[config.mk]
export PLATFORM = sky130hd
export DESIGN_NAME = uart_fifo_tx
export DESIGN_NICKNAME = d
export VERILOG_FILES = /design/src/rtl/txf_pkg.sv /design/src/rtl/txf_fifo.sv /design/src/rtl/txf_flags.sv /design/src/rtl/txf_serializer.sv /design/src/rtl/uart_fifo_tx.sv
export SDC_FILE = /design/constraint.sdc
export NUM_CORES = 1
export LEC_CHECK = 0
export BUFFER_PORTS_ARGS = -buffer_cell sky130_fd_sc_hd__buf_4
export CAP_MARGIN = 40
export CORE_MARGIN = 1
export CORE_UTILIZATION = 55
export DETAILED_ROUTE_END_ITERATION = 8
export PLACE_DENSITY = 0.76
export SLEW_MARGIN = 20
export SYNTH_ARGS = -nofsm -noshare
export SYNTH_HDL_FRONTEND = slang
export SYNTH_SLANG_ARGS = --single-unit
[constraint.sdc]
create_clock -name clk -period 2.9 [get_ports clk]
set_input_delay 0.87 -clock clk [delete_from_list [all_inputs] [get_ports clk]]
set_output_delay 0.87 -clock clk [all_outputs]
set_load 0.005 [all_outputs]
[src/rtl/txf_pkg.sv]
// Package: shared types and constants for the buffered serial transmitter.
// Assumes one data byte per frame and one tick per bit period.
package txf_pkg;

    // Serializer phase within a frame
    typedef enum logic [1:0] {
        PH_IDLE  = 2'd0,
        PH_START = 2'd1,
        PH_DATA  = 2'd2,
        PH_STOP  = 2'd3
    } tx_phase_t;

    // Pin mode value that forces the line to the pin data bit
    localparam logic [1:0] PIN_FORCE = 2'b10;

endpackage

[src/rtl/txf_fifo.sv]
// Module: byte store, first-in first-out, with a show-ahead head output.
// Assumes pop is only raised when not empty; a push while full is dropped.
module txf_fifo #(
    parameter int DATA_W = 8,
    parameter int DEPTH  = 16,
    localparam int AW    = $clog2(DEPTH),
    localparam int CNT_W = $clog2(DEPTH + 1)
) (
    input  logic              clk,
    input  logic              rst_n,
    input  logic              push,
    input  logic [DATA_W-1:0] push_data,
    input  logic              pop,
    output logic [DATA_W-1:0] head,
    output logic [CNT_W-1:0]  level,
    output logic              empty,
    output logic              full
);

    localparam logic [CNT_W-1:0] LVL_FULL = CNT_W'(DEPTH);

    logic [DATA_W-1:0] mem [DEPTH];
    logic [AW-1:0]     wr_ptr;
    logic [AW-1:0]     rd_ptr;
    logic              push_ok;

    assign full    = (level == LVL_FULL);
    assign empty   = (level == '0);
    assign push_ok = push && !full;
    assign head    = mem[rd_ptr];

    // Store an accepted byte at the write pointer
    always_ff @(posedge clk) begin
        if (push_ok) begin
            mem[wr_ptr] <= push_data;
        end
    end

    // Advance pointers and track the fill level
    always_ff @(posedge clk) begin
        if (!rst_n) begin
            wr_ptr <= '0;
            rd_ptr <= '0;
            level  <= '0;
        end else begin
            if (push_ok) begin
                wr_ptr <= (wr_ptr == AW'(DEPTH - 1)) ? '0 : wr_ptr + 1'b1;
            end
            if (pop) begin
                rd_ptr <= (rd_ptr == AW'(DEPTH - 1)) ? '0 : rd_ptr + 1'b1;
            end
            case ({push_ok, pop})
                2'b10:   level <= level + 1'b1;
                2'b01:   level <= level - 1'b1;
                default: level <= level;
            endcase
        end
    end

    // level never exceeds the depth
    assert_no_overflow_R1: assert property (@(posedge clk) disable iff (!rst_n)
        level <= LVL_FULL);

    // a push into a full store without a pop leaves the level unchanged
    assert_drop_full_R1: assert property (@(posedge clk) disable iff (!rst_n)
        (full && push && !pop) |=> (level == LVL_FULL));

    // the serializer never takes from an empty store
    assert_pop_nonempty_R5: assert property (@(posedge clk) disable iff (!rst_n)
        pop |-> !empty);

endmodule

[src/rtl/txf_flags.sv]
// Module: refill request and frame-end flags.
// The refill flag is level-driven: it is forced high every cycle the level
// is at or below the selected threshold, so a clear only sticks above it.
// Assumes frame_start and stop_begin come from the serializer as one-cycle events.
module txf_flags #(
    parameter int DEPTH  = 16,
    localparam int CNT_W = $clog2(DEPTH + 1)
) (
    input  logic             clk,
    input  logic             rst_n,
    input  logic [CNT_W-1:0] level,
    input  logic [1:0]       trig_sel,
    input  logic             tdfe_clr,
    input  logic             tend_clr,
    input  logic             stop_begin,
    input  logic             frame_start,
    output logic             tdfe,
    output logic             tend
);

    localparam logic [CNT_W-1:0] TRIG_TOP = CNT_W'(DEPTH / 2);

    logic [CNT_W-1:0] thresh;
    logic             low_level;
    logic             last_stop;

    assign thresh    = TRIG_TOP >> trig_sel;
    assign low_level = (level <= thresh);
    assign last_stop = stop_begin && (level == '0);

    // Refill request: set by a low level, cleared by strobe otherwise
    always_ff @(posedge clk) begin
        if (!rst_n) begin
            tdfe <= 1'b1;
        end else begin
            tdfe <= (tdfe && !tdfe_clr) || low_level;
        end
    end

    // Frame-end: set at the last stop bit, cleared by a new frame or strobe
    always_ff @(posedge clk) begin
        if (!rst_n) begin
            tend <= 1'b1;
        end else if (last_stop) begin
            tend <= 1'b1;
        end else if (frame_start || tend_clr) begin
            tend <= 1'b0;
        end
    end

    // a low level keeps the flag set whatever the clear strobe does
    assert_tdfe_reassert_R4: assert property (@(posedge clk) disable iff (!rst_n)
        low_level |=> tdfe);

    // the frame-end flag only rises at the start of a stop bit
    assert_tend_rise_R7: assert property (@(posedge clk) disable iff (!rst_n)
        stop_begin |=> (tend == (($past(level) == '0) || ($past(tend) && !$past(tend_clr)))));

endmodule

[src/rtl/txf_serializer.sv]
// Module: frame serializer advanced by a one-cycle baud tick.
// Sends start, eight data bits LSB first, then one or two stop bits; takes the
// next byte on the tick that ends the last stop bit. Returns to idle at once
// whenever enable is low.
module txf_serializer
    import txf_pkg::*;
#(
    parameter int DATA_W = 8,
    localparam int BIT_W = $clog2(DATA_W)
) (
    input  logic              clk,
    input  logic              rst_n,
    input  logic              enable,
    input  logic              tick,
    input  logic              two_stop,
    input  logic              fifo_empty,
    input  logic [DATA_W-1:0] head,
    output logic              pop,
    output logic              stop_begin,
    output logic              ser_txd
);

    localparam logic [BIT_W-1:0] LAST_BIT = BIT_W'(DATA_W - 1);

    tx_phase_t         phase;
    logic [DATA_W-1:0] shreg;
    logic [BIT_W-1:0]  bit_idx;
    logic              stop_idx;
    logic              stop_done;
    logic              step;

    assign step       = enable && tick;
    assign stop_done  = !two_stop || stop_idx;
    assign pop        = step && !fifo_empty &&
                        ((phase == PH_IDLE) || ((phase == PH_STOP) && stop_done));
    assign stop_begin = step && (phase == PH_DATA) && (bit_idx == LAST_BIT);

    // Line level from the current phase
    always_comb begin
        case (phase)
            PH_START: ser_txd = 1'b0;
            PH_DATA:  ser_txd = shreg[0];
            default:  ser_txd = 1'b1;
        endcase
    end

    // Phase sequencing, shifting and bit counting on each tick
    always_ff @(posedge clk) begin
        if (!rst_n || !enable) begin
            phase    <= PH_IDLE;
            shreg    <= '0;
            bit_idx  <= '0;
            stop_idx <= 1'b0;
        end else if (tick) begin
            case (phase)
                PH_IDLE: begin
                    if (!fifo_empty) begin
                        shreg <= head;
                        phase <= PH_START;
                    end
                end
                PH_START: begin
                    bit_idx <= '0;
                    phase   <= PH_DATA;
                end
                PH_DATA: begin
                    shreg <= shreg >> 1;
                    if (bit_idx == LAST_BIT) begin
                        stop_idx <= 1'b0;
                        phase    <= PH_STOP;
                    end else begin
                        bit_idx <= bit_idx + 1'b1;
                    end
                end
                default: begin
                    if (!stop_done) begin
                        stop_idx <= 1'b1;
                    end else if (!fifo_empty) begin
                        shreg <= head;
                        phase <= PH_START;
                    end else begin
                        phase <= PH_IDLE;
                    end
                end
            endcase
        end
    end

    // a dropped enable forces the serializer idle on the next cycle
    assert_abort_R8: assert property (@(posedge clk) disable iff (!rst_n)
        !enable |=> (phase == PH_IDLE));

    // taking a byte puts a start bit on the line next cycle
    assert_start_low_R5: assert property (@(posedge clk) disable iff (!rst_n)
        pop |=> !ser_txd);

    // the stop bit that follows the data is high
    assert_stop_high_R5: assert property (@(posedge clk) disable iff (!rst_n)
        stop_begin |=> ser_txd);

endmodule

[src/rtl/uart_fifo_tx.sv]
// Module: top of the buffered serial transmitter.
// Ties the byte store, the serializer and the flag logic together, exposes the
// fill level in the upper byte of the count word, and applies the line
// override while transmit is disabled.
module uart_fifo_tx
    import txf_pkg::*;
#(
    parameter int DATA_W  = 8,
    parameter int DEPTH   = 16,
    localparam int CNT_W  = $clog2(DEPTH + 1)
) (
    input  logic              clk,
    input  logic              rst_n,
    input  logic              wr_en,
    input  logic [DATA_W-1:0] wr_data,
    input  logic              tx_enable,
    input  logic [1:0]        trig_sel,
    input  logic              two_stop,
    input  logic              tdfe_clr,
    input  logic              tend_clr,
    input  logic              baud_tick,
    input  logic [1:0]        pin_mode,
    input  logic              pin_data,
    output logic              tdfe,
    output logic              tend,
    output logic [15:0]       fifo_count,
    output logic              txd
);

    logic [DATA_W-1:0] head;
    logic [CNT_W-1:0]  level;
    logic              empty;
    logic              full;
    logic              pop;
    logic              stop_begin;
    logic              ser_txd;

    txf_fifo #(.DATA_W(DATA_W), .DEPTH(DEPTH)) u_fifo (
        .clk       (clk),
        .rst_n     (rst_n),
        .push      (wr_en),
        .push_data (wr_data),
        .pop       (pop),
        .head      (head),
        .level     (level),
        .empty     (empty),
        .full      (full)
    );

    txf_serializer #(.DATA_W(DATA_W)) u_ser (
        .clk        (clk),
        .rst_n      (rst_n),
        .enable     (tx_enable),
        .tick       (baud_tick),
        .two_stop   (two_stop),
        .fifo_empty (empty),
        .head       (head),
        .pop        (pop),
        .stop_begin (stop_begin),
        .ser_txd    (ser_txd)
    );

    txf_flags #(.DEPTH(DEPTH)) u_flags (
        .clk         (clk),
        .rst_n       (rst_n),
        .level       (level),
        .trig_sel    (trig_sel),
        .tdfe_clr    (tdfe_clr),
        .tend_clr    (tend_clr),
        .stop_begin  (stop_begin),
        .frame_start (pop),
        .tdfe        (tdfe),
        .tend        (tend)
    );

    // Count word: fill level in the upper byte, lower byte unused
    always_comb begin
        fifo_count       = '0;
        fifo_count[15:8] = 8'(level);
    end

    // Line select: serializer when enabled, override or high otherwise
    always_comb begin
        if (tx_enable) begin
            txd = ser_txd;
        end else if (pin_mode == PIN_FORCE) begin
            txd = pin_data;
        end else begin
            txd = 1'b1;
        end
    end

    // the frame-end flag never rises while the line is mid-data
    assert_tend_line_R7: assert property (@(posedge clk) disable iff (!rst_n)
        (tx_enable && $rose(tend)) |-> txd);

    // an enabled transmitter with nothing queued and no frame keeps the line high
    assert_idle_high_R6: assert property (@(posedge clk) disable iff (!rst_n)
        (tx_enable && $past(tx_enable) && empty && $past(empty) && $past(!baud_tick) && $past(txd)) |-> txd);

endmodule

==> impl_metrics.json, run 1 <==
{
  "rows": 41,
  "fp.dieW_um": 115,
  "synth-edff-count": 128,
  "ys_warn_count": 0,
  "numCtsBuffers": 17,
  "drive_gt1_frac": 0.250,
  "finalMaxSlewViolations": 0,
  "synth_compound_area_frac": 0.0629,
  "synth_top_flop_cell": "edfxtp_1",
  "tns_ns": 0,
  "hold_buffers": 0,
  "synth_cell_types": 60,
  "worst_setup_path_start_kind": "flip-flop",
  "end_kind": "flip-flop",
  "path_class": "flip-flop to flip-flop",
  "cts_resized": 0,
  "dpl.hpwl_um": 8910,
  "first_global_vias": 4082,
  "cp.arrival_ns": 2.98,
  "synthAdderAreaFrac": 0.0319,
  "synth.area.mux_share": 0.139,
  "start_util": 0.561,
  "post-route-drc-count": 0,
  "r2r-start": "u_fifo.level[2]",
  "synth_simple_gate_area_frac": 0.0830,
  "min_period_over_period": 0.929,
  "wl_um": 13800,
  "vias_per_cell": 5.71,
  "die-area_um2": 13300,
  "nNetsFinal": 555,
  "skew_ns": 0.00883,
  "drt_iter0_drc": 351,
  "num_vias": 4002,
  "max_freq_mhz": 371,
  "drtPass1Iterations": 5,
  "rsz0062_at_grt": "no",
  "p_total_uw": 5930,
  "synth.avg_cell_area_um2": 15.2,
  "holdPathStages": 2,
  "syn_inst": 463,
  "hold_viol": 0,
  "wire_per_inst_um": 19.7,
  "root_buffer": "clkbuf_16",
  "port_buffers": 28,
  "clock_sinks": 161,
  "cp-startpoint": "u_fifo.level[2]",
  "crit_required_ns": 3.19,
  "area_growth_pct": 14.8,
  "gp_congestion": 0.847,
  "synth_top_family_by_area": "multiplexers",
  "post_cts_buffers": 0,
  "ys_seq_area_frac": 0.638,
  "clkTransAtPathRegs_ns": 0.06,
  "rr_worst_depth": 11,
  "grt_first_pass_wirelength_um": 21600,
  "setup_viol": 0,
  "netlist_area_um2": 7060,
  "clockBufferDepth": 2,
  "path_max_fanout": 3,
  "io_pins": 40,
  "hp-start": "u_ser.shreg[5]",
  "ys_seq_elements": 161,
  "outcome": "completed",
  "ant_nets": 0,
  "p_per_area_nw_per_um2": 732,
  "tightest_slew_ns": 0.760,
  "grt-ovfl-total": 0,
  "p_leak_uw": 0.00275,
  "synth_xor_area_frac": 0.00621,
  "ir_drop_mv": 0.546,
  "clk_latency_ns": 0.42,
  "min_period_ns": 2.69,
  "cts_tree": "done",
  "slew_headroom": 0.493,
  "grt_antenna_before_repair": 0,
  "maxCapViolations": 0,
  "synthArstFlopShare": 0,
  "min_path_type": "flip-flop to flip-flop",
  "fp.dieH_um": 115,
  "htreeDepth": 4,
  "diodes": 0,
  "coreArea_um2": 12600,
  "grt_usage": 0.230,
  "grt_max_degree": 30
}
## stage by stage
stage / util / hold slack [ns] / instance area (um^2) / setup slack (ns) / instances
after floorplan: - / 0.451 / 7100 / 0.0332 / 473
after CTS: 0.644 / 0.491 / 8100 / 0.155 / 701
after detailed placement: 0.601 / 0.474 / 7550 / 0.0383 / 669
after global placement: 0.600 / 0.468 / 7540 / 0.125 / 668
final: 0.645 / 0.493 / 8100 / 0.207 / 701
after global routing: 0.645 / 0.518 / 8100 / 0.00443 / 701
## flip-flops by register name, indices dropped and copies added, names as in the netlist, named ones only
signal	count
u_fifo.wr_ptr	4
u_ser.shreg	8
u_ser.bit_idx	3
u_ser.stop_idx	1
u_fifo.rd_ptr	4
u_flags.tend	1
u_flags.tdfe	1
u_ser.phase	2
u_fifo.level	5
u_fifo.mem	128
## synthesized netlist by cell type, types with 2 or more instances
library cell,instances,area (um^2)
edfxtp_1,128,3840
dfxtp_1,33,661
nor2_1,33,124
nand2_1,29,109
mux4_2,25,563
ha_1,18,225
buf_4,13,97.6
clkbuf_1,12,45.0
inv_1,12,45.0
mux2i_1,12,120
nor3_1,11,55.1
nor2b_1,10,62.6
o21ai_0,9,45.0
a21oi_1,8,40.0
a311oi_1,8,70.1
mux2_2,8,90.1
mux4_1,8,210
o211ai_1,8,60.1
and2_1,6,37.5
nand2b_1,5,31.3
nand3_1,5,25.0
buf_2,4,20.0
o21a_1,4,30.0
xnor2_1,4,35.0
a21boi_0,3,22.5
a22oi_1,3,22.5
a31oi_1,3,18.8
nand4_1,3,18.8
a211oi_1,2,15.0
a22o_1,2,17.5
buf_1,2,7.51
buf_6,2,22.5
nor4b_1,2,17.5
or3_1,2,12.5
## final timing paths
check                                  endpoint  slack, ns
worst min register to register   u_ser.shreg[4]       0.49
worst max-delay path            u_fifo.level[4]       0.21
worst min-delay path             u_ser.shreg[4]       0.49
worst max register to register  u_fifo.level[4]       0.21
## per-layer routing
| layer | GRT usage | up-vias | share of wire |
|---|---|---|---|
| li1 | - | 1882 | - |
| met1 | 0.285 | 1994 | 0.42 |
| met2 | 0.390 | 112 | 0.52 |
| met3 | 0.0596 | 14 | 0.045 |
| met4 | 0.0900 | 0 | 0.011 |
| met5 | 0 | - | 0 |
## layout make-up
class                           count  area (um^2)
Clock inverter                     13          111
Timing Repair Buffer               59          459
Sequential cell                   161         4510
Fill cell                         900         4470
Multi-Input combinational cell    264         2330
Inverter                           13         48.8
Tap cell                          172          215
Clock buffer                       19          433
## report_power, final
part / switching, uW / internal (uW)
Sequential: 85.5 / 2600
Clock: 874 / 1180
Combinational: 604 / 589
## logic make-up (layout without fill, tap and decap cells)
group	after synthesis	count (layout)
buf+inv	48	104
fa+ha+maj	18	18
compound gates	61	61
flops	161	161
mux	53	53
simple gates	116	116
xor+xnor	5	5
other cells	1	11
## critical path: stages (launching register included)
cell	delay [ns]
dfxtp_1	0.31
or4_4	0.55
nor2_1	0.21
nor3_2	0.10
ha_1	0.25
xor2_1	0.15
ha_1	0.22
a31oi_1	0.18
nor2_1	0.09
o21ba_2	0.22
a211oi_1	0.17
o311ai_1	0.13
## cell usage in the layout (no fill, tap or decap), types with 11 or more instances in the layout
cell type | Yosys | layout
buf_4 | 13 | 57
clkbuf_16 | 0 | 17
conb_1 | 1 | 11
dfxtp_1 | 33 | 32
edfxtp_1 | 128 | 128
ha_1 | 18 | 18
inv_1 | 12 | 12
mux2i_1 | 12 | 12
mux4_2 | 25 | 25
nand2_1 | 29 | 29
nor2_1 | 33 | 33
No activity file was read; power rests on OpenSTA's default activity.
==> run 2, diff against run 1 <==
Settings changed: PLACE_DENSITY 0.76 to 0.73.
Clock period 2.9 ns to 2.78 ns, I/O delays scaled along.
==> run 2 against run 1 <==
Cell area is 1.5% higher. Sequential power is 3% higher. Count of clock-buffer cells in the layout is 1 lower. Combinational power is 13% higher. Total power is 8.4% higher. Hold slack worse by 0.016 ns. Die area stayed put. Critical path depth stayed put. Clock skew hardly changed. Non-clock buffer count is 7 higher. Maximum frequency is 3.0% higher. Setup slack worse by 0.041 ns. Critical path type unchanged.
==> impl_metrics.json, run 2 (same netlist as run 1, synthesis figures left out) <==
{
  "post-route-drc-count": 0,
  "wire_per_inst_um": 18.7,
  "multi_input_area_um2": 2350,
  "final_common_cell": "edfxtp_1",
  "crit_path_max_incr_delay_ns": 0.58,
  "cp_slowest_cell": "or4_4",
  "die-area_um2": 13300,
  "vias_per_cell": 5.70,
  "p_leak_uw": 0.00282,
  "cts_tree": "done",
  "drtPass1Iterations": 4,
  "p_per_area_nw_per_um2": 782,
  "reg.largest.list": "u_fifo.mem: 128 flops, u_ser.shreg: 8 flops, u_fifo.level: 5 flops",
  "numCtsBuffers": 17,
  "grt_usage": 0.221,
  "setup_viol": 0,
  "start_util": 0.561,
  "end_kind": "flip-flop",
  "cts_resized": 0,
  "clock_sinks": 161,
  "placed_area_um2": 7610,
  "fp.dieW_um": 115,
  "clk_latency_ns": 0.41,
  "largest_register_ffs": 128,
  "top_register": "u_fifo.mem",
  "skew_ns": 0.00923,
  "wl_um": 13300,
  "post_cts_buffers": 0,
  "dpl.cell_count": 676,
  "dpl.hpwl_um": 8870,
  "final-seq-area_um2": 4510,
  "diodes": 0,
  "rsz0062_at_grt": "no",
  "path_max_fanout": 4,
  "worst_setup_path_start_kind": "flip-flop",
  "htreeDepth": 4,
  "clkTransAtPathRegs_ns": 0.06,
  "grt-ovfl-total": 0,
  "max_freq_mhz": 383,
  "grt_first_pass_wirelength_um": 20900,
  "min_period_over_period": 0.940,
  "cp.arrival_ns": 2.91,
  "p_total_uw": 6430,
  "ir_drop_mv": 0.583,
  "maxCapViolations": 0,
  "layout_common_cells": "128 x edfxtp_1, 65 x buf_4, 32 x nor2_1, 31 x dfxtp_1, 29 x nand2_1",
  "grt_antenna_before_repair": 0,
  "min_path_type": "flip-flop to flip-flop",
  "grt_max_degree": 33,
  "outcome": "completed",
  "crit_required_ns": 3.07,
  "layout.cells.non_filler": 708,
  "crit_chain": "or4_4 > nor2_4 > nor3_2 > ha_2 > xor2_1 > ha_1 > a31oi_1 > nor2_1 > o21ba_2 > a211oi_1 > o311ai_1",
  "ant_nets": 0,
  "fill_cells": 930,
  "rows": 41,
  "post-place-ws_ns": -0.113,
  "first_global_vias": 4064,
  "area_growth_pct": 16.5,
  "io_pins": 40,
  "path_class": "flip-flop to flip-flop",
  "stdcell_area_um2": 8220,
  "drt_iter0_drc": 320,
  "root_buffer": "clkbuf_16",
  "r2r_slack_ns": 0.17,
  "port_buffers": 28,
  "hold_buffers": 0,
  "hold_viol": 0,
  "drive_gt1_frac": 0.272,
  "nNetsFinal": 562,
  "min_period_ns": 2.61,
  "num_vias": 4036,
  "setup_ws_ns": 0.166,
  "clockBufferDepth": 2,
  "finalMaxSlewViolations": 0,
  "coreArea_um2": 12600,
  "fp.dieH_um": 115,
  "gp_congestion": 0.852
}
==> run 2: changes by cell type in the layout (fill, tap and decap cells not counted), moves of 2 or more <==
cell / delta
clkinvlp_4: -2
ha_2: +2
buf_4: +8
clkinv_1: -2
inv_8: +4
inv_6: +2
ha_1: -2
==> run 2: metrics by stage <==
stage                     hold slack (ns)  utilization  TNS [ns]
after floorplan                     0.451            -         0
after detailed placement            0.467        0.606    -0.142
final                               0.477        0.654         0
after global placement              0.463        0.606         0
after CTS                           0.475        0.653         0
after global routing                0.506        0.654         0
==> run 2: where the power goes <==
part	leakage, uW	internal [uW]	switching, uW	total (uW)
sequential	0.00143	2710	61.0	2770
combinational	0.00109	659	680	1340
clock	0.000298	1360	961	2320
total	0.00282	4730	1700	6430
==> run 2: worst max-delay path, delay by kind of cell (launching register included) <==
family	cells	cell delay, ns
simple gates	4	0.89
compound gates	4	0.69
fa+ha+maj	2	0.44
flops	1	0.31
xor+xnor	1	0.15
==> run 2: worst paths after layout <==
kind                        start              end  cells past startpoint
setup / recovery  u_fifo.level[2]  u_fifo.level[4]                     11
hold / removal     u_ser.shreg[7]   u_ser.shreg[7]                      2
setup reg to reg  u_fifo.level[2]  u_fifo.level[4]                     11
hold reg to reg    u_ser.shreg[7]   u_ser.shreg[7]                      2
==> run 2: layout make-up <==
type	instances	area share
multi-input cells	264	0.285
repair buffers	66	0.0618
well taps	172	0.0262
clock inverters	14	0.0204
flip-flops and latches	161	0.548
clock buffers	18	0.0522
inverters	13	0.00593
==> run 2: metal layers <==
layer | vias to the layer above | GRT usage | wire length (um)
li1 | 1897 | - | -
met1 | 2018 | 0.271 | 5600
met2 | 113 | 0.384 | 6980
met3 | 8 | 0.0527 | 583
met4 | 0 | 0.0771 | 91
met5 | - | 0 | 0
